`src/rtl/irq_hub_pkg.sv`:
```
// Package: shared register selector and default trigger map for the
// interrupt aggregator. Assumes a 32-source build for the default map.
package irq_hub_pkg;

    typedef enum logic [1:0] {
        SEL_STATUS = 2'd0,
        SEL_MASK   = 2'd1,
        SEL_LATCH  = 2'd2,
        SEL_NONE   = 2'd3
    } reg_sel_e;

    // Edge-triggered positions: 16-19, 22-24, 28-30.
    localparam logic [31:0] EDGE_MAP_DEFAULT = 32'h71CF_0000;

endpackage

```
`src/rtl/irq_src_sync.sv`:
```
// Module: irq_src_sync
// Brings asynchronous sources into the clock domain through a chain of
// STAGES flops, and flags a rising edge of each synchronized bit.
// Assumes STAGES >= 1 and that sources hold each level for at least one clock.
module irq_src_sync #(
    parameter int W      = 32,
    parameter int STAGES = 2
) (
    input  logic         clk,
    input  logic         rst_n,
    input  logic [W-1:0] src,
    output logic [W-1:0] lvl,
    output logic [W-1:0] rise
);
    logic [W-1:0] stage_q [STAGES];
    logic [W-1:0] prev_q;

    generate
        for (genvar g = 0; g < STAGES; g++) begin : g_stage
            // Purpose: one flop of the synchronizer chain.
            always_ff @(posedge clk) begin
                if (!rst_n) stage_q[g] <= '0;
                else if (g == 0) stage_q[g] <= src;
                else stage_q[g] <= stage_q[(g == 0) ? 0 : g-1];
            end
        end
    endgenerate

    // Purpose: remember the last synchronized value for edge detection.
    always_ff @(posedge clk) begin
        if (!rst_n) prev_q <= '0;
        else prev_q <= stage_q[STAGES-1];
    end

    assign lvl  = stage_q[STAGES-1];
    assign rise = stage_q[STAGES-1] & ~prev_q;

endmodule

```
`src/rtl/irq_latch_bank.sv`:
```
// Module: irq_latch_bank
// Holds sticky latches for the edge positions selected by EDGE_MAP and
// merges them with the level positions into one status vector.
// A clear write keeps the bits written 1 and drops the bits written 0.
// A rising edge wins over a clear in the same cycle.
module irq_latch_bank #(
    parameter int          W        = 32,
    parameter logic [W-1:0] EDGE_MAP = '0
) (
    input  logic         clk,
    input  logic         rst_n,
    input  logic [W-1:0] lvl,
    input  logic [W-1:0] rise,
    input  logic         clr_en,
    input  logic [W-1:0] clr_val,
    output logic [W-1:0] latch_q,
    output logic [W-1:0] status
);
    logic [W-1:0] keep;

    // Purpose: the write data acts as a keep mask only while a clear is requested.
    assign keep = clr_en ? clr_val : '1;

    // Purpose: update the edge latches; level positions stay zero.
    always_ff @(posedge clk) begin
        if (!rst_n) latch_q <= '0;
        else latch_q <= ((latch_q & keep) | rise) & EDGE_MAP;
    end

    // Purpose: edge positions report their latch, level positions their input.
    assign status = (latch_q & EDGE_MAP) | (lvl & ~EDGE_MAP);

    generate
        for (genvar i = 0; i < W; i++) begin : g_chk
            if (EDGE_MAP[i]) begin : g_edge
                // a set latch without a clear stays set
                p_edge_hold_r3 : assert property (@(posedge clk) disable iff (!rst_n)
                    ($past(latch_q[i]) && $past(keep[i])) |-> latch_q[i]);
                // an edge always lands, even against a clear
                p_edge_wins_r5 : assert property (@(posedge clk) disable iff (!rst_n)
                    $past(rise[i]) |-> latch_q[i]);
            end
        end
    endgenerate

endmodule

```
`src/rtl/irq_prio_enc.sv`:
```
// Module: irq_prio_enc
// Finds the lowest set bit of a request vector. Purely combinational.
// Assumes IW is wide enough to number W positions.
module irq_prio_enc #(
    parameter int W  = 32,
    parameter int IW = 5
) (
    input  logic [W-1:0]  req,
    output logic [IW-1:0] idx,
    output logic          any
);
    // Purpose: scan from the top down so the lowest set bit is assigned last.
    always_comb begin
        idx = '0;
        any = |req;
        for (int i = W-1; i >= 0; i--) begin
            if (req[i]) idx = IW'(i);
        end
    end

endmodule

```
`src/rtl/irq_hub_top.sv`:
```
// Module: irq_hub_top
// Top of the interrupt aggregator. It contains the mask register, the
// register read mux, the pending logic and the registered request outputs.
// Assumes a single clock domain for the register port; src_in may be asynchronous.
module irq_hub_top
    import irq_hub_pkg::*;
#(
    parameter int          NUM_SRC     = 32,
    parameter int          SYNC_STAGES = 2,
    parameter logic [31:0] EDGE_MAP    = EDGE_MAP_DEFAULT,
    localparam int         IDX_W       = $clog2(NUM_SRC)
) (
    input  logic               clk,
    input  logic               rst_n,
    input  logic [NUM_SRC-1:0] src_in,
    input  logic               reg_wr,
    input  logic [1:0]         reg_addr,
    input  logic [NUM_SRC-1:0] reg_wdata,
    output logic [NUM_SRC-1:0] reg_rdata,
    output logic               irq_req,
    output logic [IDX_W-1:0]   irq_idx,
    output logic               irq_idx_vld
);
    logic [NUM_SRC-1:0] lvl, rise, latch_q, status, mask_q, pending;
    logic [IDX_W-1:0]   enc_idx;
    logic               enc_any;
    logic               clr_en;

    irq_src_sync #(.W(NUM_SRC), .STAGES(SYNC_STAGES)) u_sync (
        .clk(clk), .rst_n(rst_n), .src(src_in), .lvl(lvl), .rise(rise)
    );

    assign clr_en = reg_wr && (reg_addr == SEL_LATCH);

    irq_latch_bank #(.W(NUM_SRC), .EDGE_MAP(EDGE_MAP[NUM_SRC-1:0])) u_latch (
        .clk(clk), .rst_n(rst_n), .lvl(lvl), .rise(rise),
        .clr_en(clr_en), .clr_val(reg_wdata),
        .latch_q(latch_q), .status(status)
    );

    // Purpose: software-writable enable mask.
    always_ff @(posedge clk) begin
        if (!rst_n) mask_q <= '0;
        else if (reg_wr && reg_addr == SEL_MASK) mask_q <= reg_wdata;
    end

    assign pending = status & mask_q;

    irq_prio_enc #(.W(NUM_SRC), .IW(IDX_W)) u_enc (
        .req(pending), .idx(enc_idx), .any(enc_any)
    );

    // Purpose: register the request line and the chosen source together.
    always_ff @(posedge clk) begin
        if (!rst_n) begin
            irq_req     <= 1'b0;
            irq_idx     <= '0;
            irq_idx_vld <= 1'b0;
        end else begin
            irq_req     <= |pending;
            irq_idx     <= enc_idx;
            irq_idx_vld <= enc_any;
        end
    end

    // Purpose: combinational register read mux.
    always_comb begin
        case (reg_sel_e'(reg_addr))
            SEL_STATUS: reg_rdata = status;
            SEL_MASK:   reg_rdata = mask_q;
            SEL_LATCH:  reg_rdata = latch_q;
            default:    reg_rdata = '0;
        endcase
    end

    // the request follows the pending set one clock later
    p_req_follows_r6 : assert property (@(posedge clk) disable iff (!rst_n)
        irq_req == (|$past(pending)));
    // the valid flag and the request line agree
    p_vld_matches_r7 : assert property (@(posedge clk) disable iff (!rst_n)
        irq_idx_vld == irq_req);
    // the encoder picks a pending bit with nothing pending below it
    p_enc_lowest_r7 : assert property (@(posedge clk) disable iff (!rst_n)
        enc_any |-> (pending[enc_idx] &&
                     ((pending & ((NUM_SRC'(1) << enc_idx) - NUM_SRC'(1))) == '0)));
    // a mask write stores the full word
    p_mask_write_r8 : assert property (@(posedge clk) disable iff (!rst_n)
        $past(reg_wr && reg_addr == SEL_MASK) |-> mask_q == $past(reg_wdata));

endmodule

```
`config.mk`:
```
export PLATFORM = sky130hd
export DESIGN_NAME = irq_hub_top
export DESIGN_NICKNAME = d
export VERILOG_FILES = /design/src/rtl/irq_hub_pkg.sv /design/src/rtl/irq_src_sync.sv /design/src/rtl/irq_latch_bank.sv /design/src/rtl/irq_prio_enc.sv /design/src/rtl/irq_hub_top.sv
export SDC_FILE = /design/constraint.sdc
export NUM_CORES = 1
export LEC_CHECK = 0
export BUFFER_PORTS_ARGS = -buffer_cell sky130_fd_sc_hd__buf_2
export CAP_MARGIN = 20
export CORE_AREA = 2 2 108 110
export DETAILED_ROUTE_END_ITERATION = 8
export DIE_AREA = 0 0 110 112
export PLACE_DENSITY = 0.66
export SLEW_MARGIN = 10
export SYNTH_ARGS = -nofsm -noshare
export SYNTH_HDL_FRONTEND = slang
export SYNTH_SLANG_ARGS = --single-unit
export TNS_END_PERCENT = 20
```
`constraint.sdc`:
```
create_clock -name clk -period 2.5 [get_ports clk]
set_input_delay 0.375 -clock clk [delete_from_list [all_inputs] [get_ports clk]]
set_output_delay 0.375 -clock clk [all_outputs]
set_load 0.01 [all_outputs]
```
==> results of run 1 <==
-- report_power, final --
part           internal (W)  switching [W]
logic              0.000143       0.000147
clock network       0.00141       0.000929
registers           0.00203      0.0000504
total               0.00359        0.00113
-- final cells by class --
class	instances	area, µm²
timing repair buffer	113	593
fill	1045	5240
inverter	10	37.5
sequential	122	2440
tap	143	179
clock inverter	14	136
clock buffer	18	439
multi-input combinational	357	2110
-- per-stage QoR --
stage	utilization	area [µm²]
finish	0.532	5940
global route	0.532	5940
CTS	0.532	5940
detailed placement	0.480	5360
global placement	0.480	5360
floorplan	-	4710
-- worst max-delay path: cells and delay by family --
kind                   cells  cell delay [ns]
buffers and inverters      2             0.68
AO/OA/AOI/OAI              1             0.15
AND/OR/NAND/NOR            1             0.19
-- synthesized netlist by cell type (2+ instances only) --
library cell,number
dfxtp_1,122
nand2_1,96
and2_1,74
a21boi_1,32
nor2_1,26
clkbuf_1,24
mux2i_1,22
o21ai_0,20
nand3b_1,11
a21boi_0,10
inv_1,10
nand2b_1,10
a21oi_1,8
a22oi_1,8
nand3_1,8
a22o_1,4
buf_2,4
a32o_1,3
nand4_1,3
o21ai_1,3
a211oi_1,2
a32oi_1,2
-- routing by layer --
layer  vias up  share of wire  routed length [µm]  track usage
met4         0          0.012                 127       0.0633
met5         -              0                   0            0
li1       1942              -                   -            -
met2        89           0.48                5110        0.299
met1      1754           0.46                4910        0.233
met3         9          0.046                 494       0.0556
-- state kept, by name, summed over array words and instances, names as in the netlist --
signal / flops
irq_idx: 5
u_sync.prev_q: 10
irq_idx_vld: 1
u_sync.stage_q: 64
u_latch.latch_q: 10
mask_q: 32
-- cell families (layout without fill, tap and decap cells) --
logic type      after synthesis  in the layout
flops                       122            122
mux                          22             22
simple gates                233            233
buf+inv                      40            155
compound gates              102            102
-- how the worst min path moves through the flow --
stage / endpoint / depth (start not counted) / start / slack, ns
after floorplan: u_sync.stage_q[1][0] / 1 / u_sync.stage_q[0][0] / 0.41
after CTS: u_sync.stage_q[0][17] / 2 / src_in[17] / 0.15
final: u_sync.stage_q[0][17] / 2 / src_in[17] / 0.17
after detailed placement: u_sync.stage_q[1][13] / 1 / u_sync.stage_q[0][13] / 0.42
after global placement: u_sync.stage_q[1][17] / 1 / u_sync.stage_q[0][17] / 0.41
after global routing: u_sync.stage_q[0][12] / 2 / src_in[12] / 0.16
==> flow_metrics.tcl, run 1 <==
set metrics [dict create \
    numPortBuffers 107 \
    cts.repair.resized 0 \
    grt_util_all_layers 0.185 \
    max_slew_margin 0.581 \
    dieArea_mm2 0.0123 \
    netlist_area_mm2 0.00471 \
    layout_common_cells "122 x dfxtp_1, 107 x buf_2, 96 x nand2_1, 74 x and2_1, 32 x a21boi_1" \
    slowest_stage "buf_2" \
    synthXorXnorAreaFrac 0 \
    final-setup-viol-count 0 \
    insertion_delay_ns 0.41 \
    final_common_cell "dfxtp_1" \
    rows 39 \
    clkTransAtPathRegs_ns 0.06 \
    r2r_cells 5 \
    cts_htree_levels 4 \
    placedCellCount 745 \
    grt_max_degree 58 \
    min_period_ns 1.79 \
    nNetsFinal 690 \
    instances_no_fill 777 \
    path_cells "buf_2 > nand3b_1 > o21ai_0 > buf_2" \
    synth-seq-cells 122 \
    cp.required_ns 2.12 \
    synth_fa_ha_area_frac 0 \
    hold_viol 0 \
    cp-start-kind "primary input" \
    io_pins 108 \
    synth_area_leaders "dfxtp_1 52%, and2_1 9.8%, nand2_1 7.6%" \
    ant_nets 0 \
    yosys_most_used_dff "dfxtp_1" \
    synth_top_area_frac 0.518 \
    tightestPinTransition_ns 0.629 \
    cts_hold_buf 0 \
    worst_path_most_repeated_cell "buf_2" \
    synth.avg_cell_area_um2 9.08 \
    start_util 0.422 \
    gp_congestion 0.801 \
    synth.mux.area_fraction 0.0467 \
    cts_tree "yes" \
    slew_violations 0 \
    core-area_mm2 0.0112 \
    vias 3794 \
    fmax_mhz 559 \
    cp-end-kind "output port" \
    finalSetupTns_ns 0 \
    die_h_um 112 \
    hp-class "primary input to register" \
    synth_compound_area_frac 0.155 \
    n_antenna_cell 0 \
    cts_num_sinks 122 \
    syn2layout_area_growth_pct 26.1 \
    synth_cell_types 39 \
    wire_per_inst_um 13.7 \
    async_flop_share 0 \
    endpoint "reg_rdata[19]" \
    yosys.area.top_type "dfxtp_1" \
    synth-simple-area-share 0.246 \
    fin_crit_sh 0.715 \
    crit_fanout 35 \
    grt_pass1_wl_um 17600 \
    timing.rr.start "u_sync.stage_q[1][27]" \
    cts.path.max_buffers 2 \
    clock-skew-final_ns 0.00834 \
    grt_overflow_total 0 \
    synth_top_family_by_area "simple AND/OR/NAND/NOR gates" \
    cts_root_buf "clkbuf_16" \
    power_density_mw_per_mm2 793 \
    numCtsBuffers 17 \
    r2r-end "irq_idx_vld" \
    vias_per_cell 4.88 \
    cts_setup_buffers 0 \
    yosysWarnings 0 \
    rsz0062_at_grt "false" \
    synth_seq_area_share 0.518 \
    slowest_delay_ns 0.49 \
    setup.worst_path.start "reg_addr[1]" \
    first_global_vias 3721 \
    syn-num-nets 588 \
    ir_drop_mv 0.467 \
    layout_setup_ws_ns 0.712 \
    outcome "complete, no violations" \
    r2r_slack_ns 0.90 \
    arrival_ns 1.41 \
    drc 0 \
    design_power_total_w 0.00471 \
    drt_iter0_drc 189 \
    path_class "primary input to output port" \
    antenna_found_initial 0 \
    drv_cap 0 \
    die_x_um 110 \
    leakagePower_nw 2.61 \
    dp_hpwl_um 7490 \
    synth_edf_count 0 \
    dp_slack_ns 0.677 \
    synthCells 519 \
    drive_gt1_frac 0.233 \
    drtPass1Iterations 4 \
    whs_ns 0.168 \
    drt_wl_total_um 10600 \
]
No activity file was read; power rests on OpenSTA's default activity.
==> run 2, diff against run 1 <==
--- a/config.mk
+++ b/config.mk
@@ -10,7 +10,7 @@
 export CORE_AREA = 2 2 108 110
 export DETAILED_ROUTE_END_ITERATION = 8
 export DIE_AREA = 0 0 110 112
-export PLACE_DENSITY = 0.66
+export PLACE_DENSITY = 0.69
 export SLEW_MARGIN = 10
 export SYNTH_ARGS = -nofsm -noshare
 export SYNTH_HDL_FRONTEND = slang
==> constraint.sdc (replaced) <==
create_clock -name clk -period 1.6 [get_ports clk]
set_input_delay 0.24 -clock clk [delete_from_list [all_inputs] [get_ports clk]]
set_output_delay 0.24 -clock clk [all_outputs]
set_load 0.01 [all_outputs]
==> run 2 against run 1 <==
Against the previous run: clock-buffer cell count up 7; global-route usage up 0.55 points; non-clock buffer count up 6; critical path depth down 1; wire length up 3.2%; worst hold slack worse by 0.13 ns; largest cell class unchanged.
==> flow_metrics.tcl, run 2 (synthesis results as in run 1) <==
set metrics [dict create \
    outcome "complete, no violations" \
    grt_util_all_layers 0.190 \
    top_register "u_sync.stage_q" \
    grt_max_degree 75 \
    wire_per_inst_um 14.0 \
    path_class "register to output port" \
    drtPass1Iterations 5 \
    grt_pass1_wl_um 17800 \
    clkPwrFrac 0.517 \
    swShare 0.206 \
    cp-start-kind "register" \
    hold_start "src_in[17]" \
    final_common_cell "dfxtp_1" \
    finalInstanceArea_mm2 0.00610 \
    dp_hpwl_um 7650 \
    r2r_slack_ns 0.05 \
    gp_congestion 0.794 \
    hold_depth 2 \
    cp.required_ns 1.36 \
    final-setup-viol-count 0 \
    fmax_mhz 631 \
    worst-path-buf-inv 2 \
    slew_violations 0 \
    drt_wl_total_um 11000 \
    finalSetupTns_ns 0 \
    rsz0062_at_grt "false" \
    path_cells "inv_1 > o21ai_0 > buf_2" \
    die_x_um 110 \
    power_density_mw_per_mm2 1270 \
    grt_overflow_total 0 \
    io_pins 108 \
    slowest_stage "dfxtp_1" \
    r2r_cells 5 \
    vias 3864 \
    hold_path_end "u_sync.stage_q[0][17]" \
    clock-skew-final_ns 0.00796 \
    numCtsBuffers 17 \
    r2r-end "irq_idx_vld" \
    crit_fanout 4 \
    share_comb_of_total_power 0.062 \
    ir_drop_mv 0.718 \
    cts_tree "yes" \
    slowest_delay_ns 0.38 \
    seq_power_share 0.421 \
    design_power_total_w 0.00773 \
    hold_viol 0 \
    cts_hold_buf 0 \
    instances_no_fill 783 \
    insertion_delay_ns 0.41 \
    layout_common_cells "121 x dfxtp_1, 107 x buf_2, 96 x nand2_1, 74 x and2_1, 32 x a21boi_1" \
    leakagePower_nw 2.69 \
    min_period_ns 1.58 \
    rows 39 \
    ant_nets 0 \
    drt_iter0_drc 163 \
    cts_num_sinks 122 \
    cts.path.max_buffers 2 \
    start_util 0.422 \
    largestRegisters "u_sync.stage_q (64), mask_q (32)" \
    cts_root_buf "clkbuf_16" \
    hp-class "primary input to register" \
    drc 0 \
    dpl_cell_area_mm2 0.00543 \
    largest_reg_flops 64 \
    die_h_um 112 \
    p_int_w 0.00614 \
    numPortBuffers 107 \
    p_sw_w 0.00159 \
    clkTransAtPathRegs_ns 0.05 \
    placedCellCount 749 \
    tightestPinTransition_ns 0.417 \
    dieArea_mm2 0.0123 \
    nNetsFinal 696 \
    cp-end-kind "output port" \
    n_antenna_cell 0 \
    syn2layout_area_growth_pct 29.4 \
    vias_per_cell 4.93 \
    max_slew_margin 0.722 \
    cts_htree_levels 4 \
    fin_crit_sh 0.991 \
    drive_gt1_frac 0.241 \
    drv_cap 0 \
    timing.rr.start "mask_q[27]" \
    crit_family "flip-flops" \
    arrival_ns 1.34 \
    first_global_vias 3822 \
    antenna_found_initial 0 \
    core-area_mm2 0.0112 \
]
==> run 2: cell type report <==
class	instances	area (µm²)
Sequential cell	122	2440
Clock buffer	25	485
Multi-Input combinational cell	357	2140
Inverter	10	37.5
Clock inverter	7	138
Timing Repair Buffer	119	676
Fill cell	1005	5080
Tap cell	143	179
==> run 2: worst max-delay path by stage <==
stage | start | endpoint | cells after the start
CTS | u_latch.latch_q[19] | reg_rdata[19] | 3
global route | mask_q[27] | irq_idx_vld | 5
finish | u_latch.latch_q[19] | reg_rdata[19] | 3
floorplan | u_sync.stage_q[1][27] | irq_idx_vld | 5
global placement | u_sync.stage_q[1][27] | irq_idx_vld | 5
detailed placement | u_sync.stage_q[1][27] | irq_idx_vld | 5
==> run 2: through the flow <==
step | util | worst slack (ns) | hold WS [ns]
floorplan | - | 0.157 | 0.367
global placement | 0.486 | 0.105 | 0.417
detailed placement | 0.486 | 0.0629 | 0.419
CTS | 0.542 | 0.0391 | 0.0164
global route | 0.546 | 0.0120 | 0.0184
finish | 0.546 | 0.0152 | 0.0334
==> run 2: repair_timing <==
action | 4_1_cts | 5_1_grt
hold endpoints to repair | 0 | 0
endpoints found under the setup margin | 0 | 2
setup buffers | 0 | 2
resized for setup | 0 | 6
==> run 2: routing by layer <==
layer / vias up / routed length [µm] / track usage
met5: - / 0 / 0
met4: 0 / 266 / 0.0861
met3: 17 / 665 / 0.0644
met2: 109 / 5310 / 0.298
met1: 1792 / 4740 / 0.235
li1: 1946 / - / -
==> run 2: power groups by stage <==
stage | combinational, W | sequential (W) | clock [W]
2_1_floorplan | 0.000278 | 0.00329 | 0
3_3_place_gp | 0.000470 | 0.00331 | 0
3_5_place_dp | 0.000479 | 0.00331 | 0
4_1_cts | 0.000482 | 0.00325 | 0.00406
5_1_grt | 0.000538 | 0.00326 | 0.00421
6_report | 0.000481 | 0.00325 | 0.00400
==> run 2: worst reg2reg max path: cells and delay by family, from the launching register on <==
kind	cells	cell delay, ns
AO/OA/AOI/OAI	2	0.51
AND/OR/NAND/NOR	3	0.60
flip-flops	1	0.34
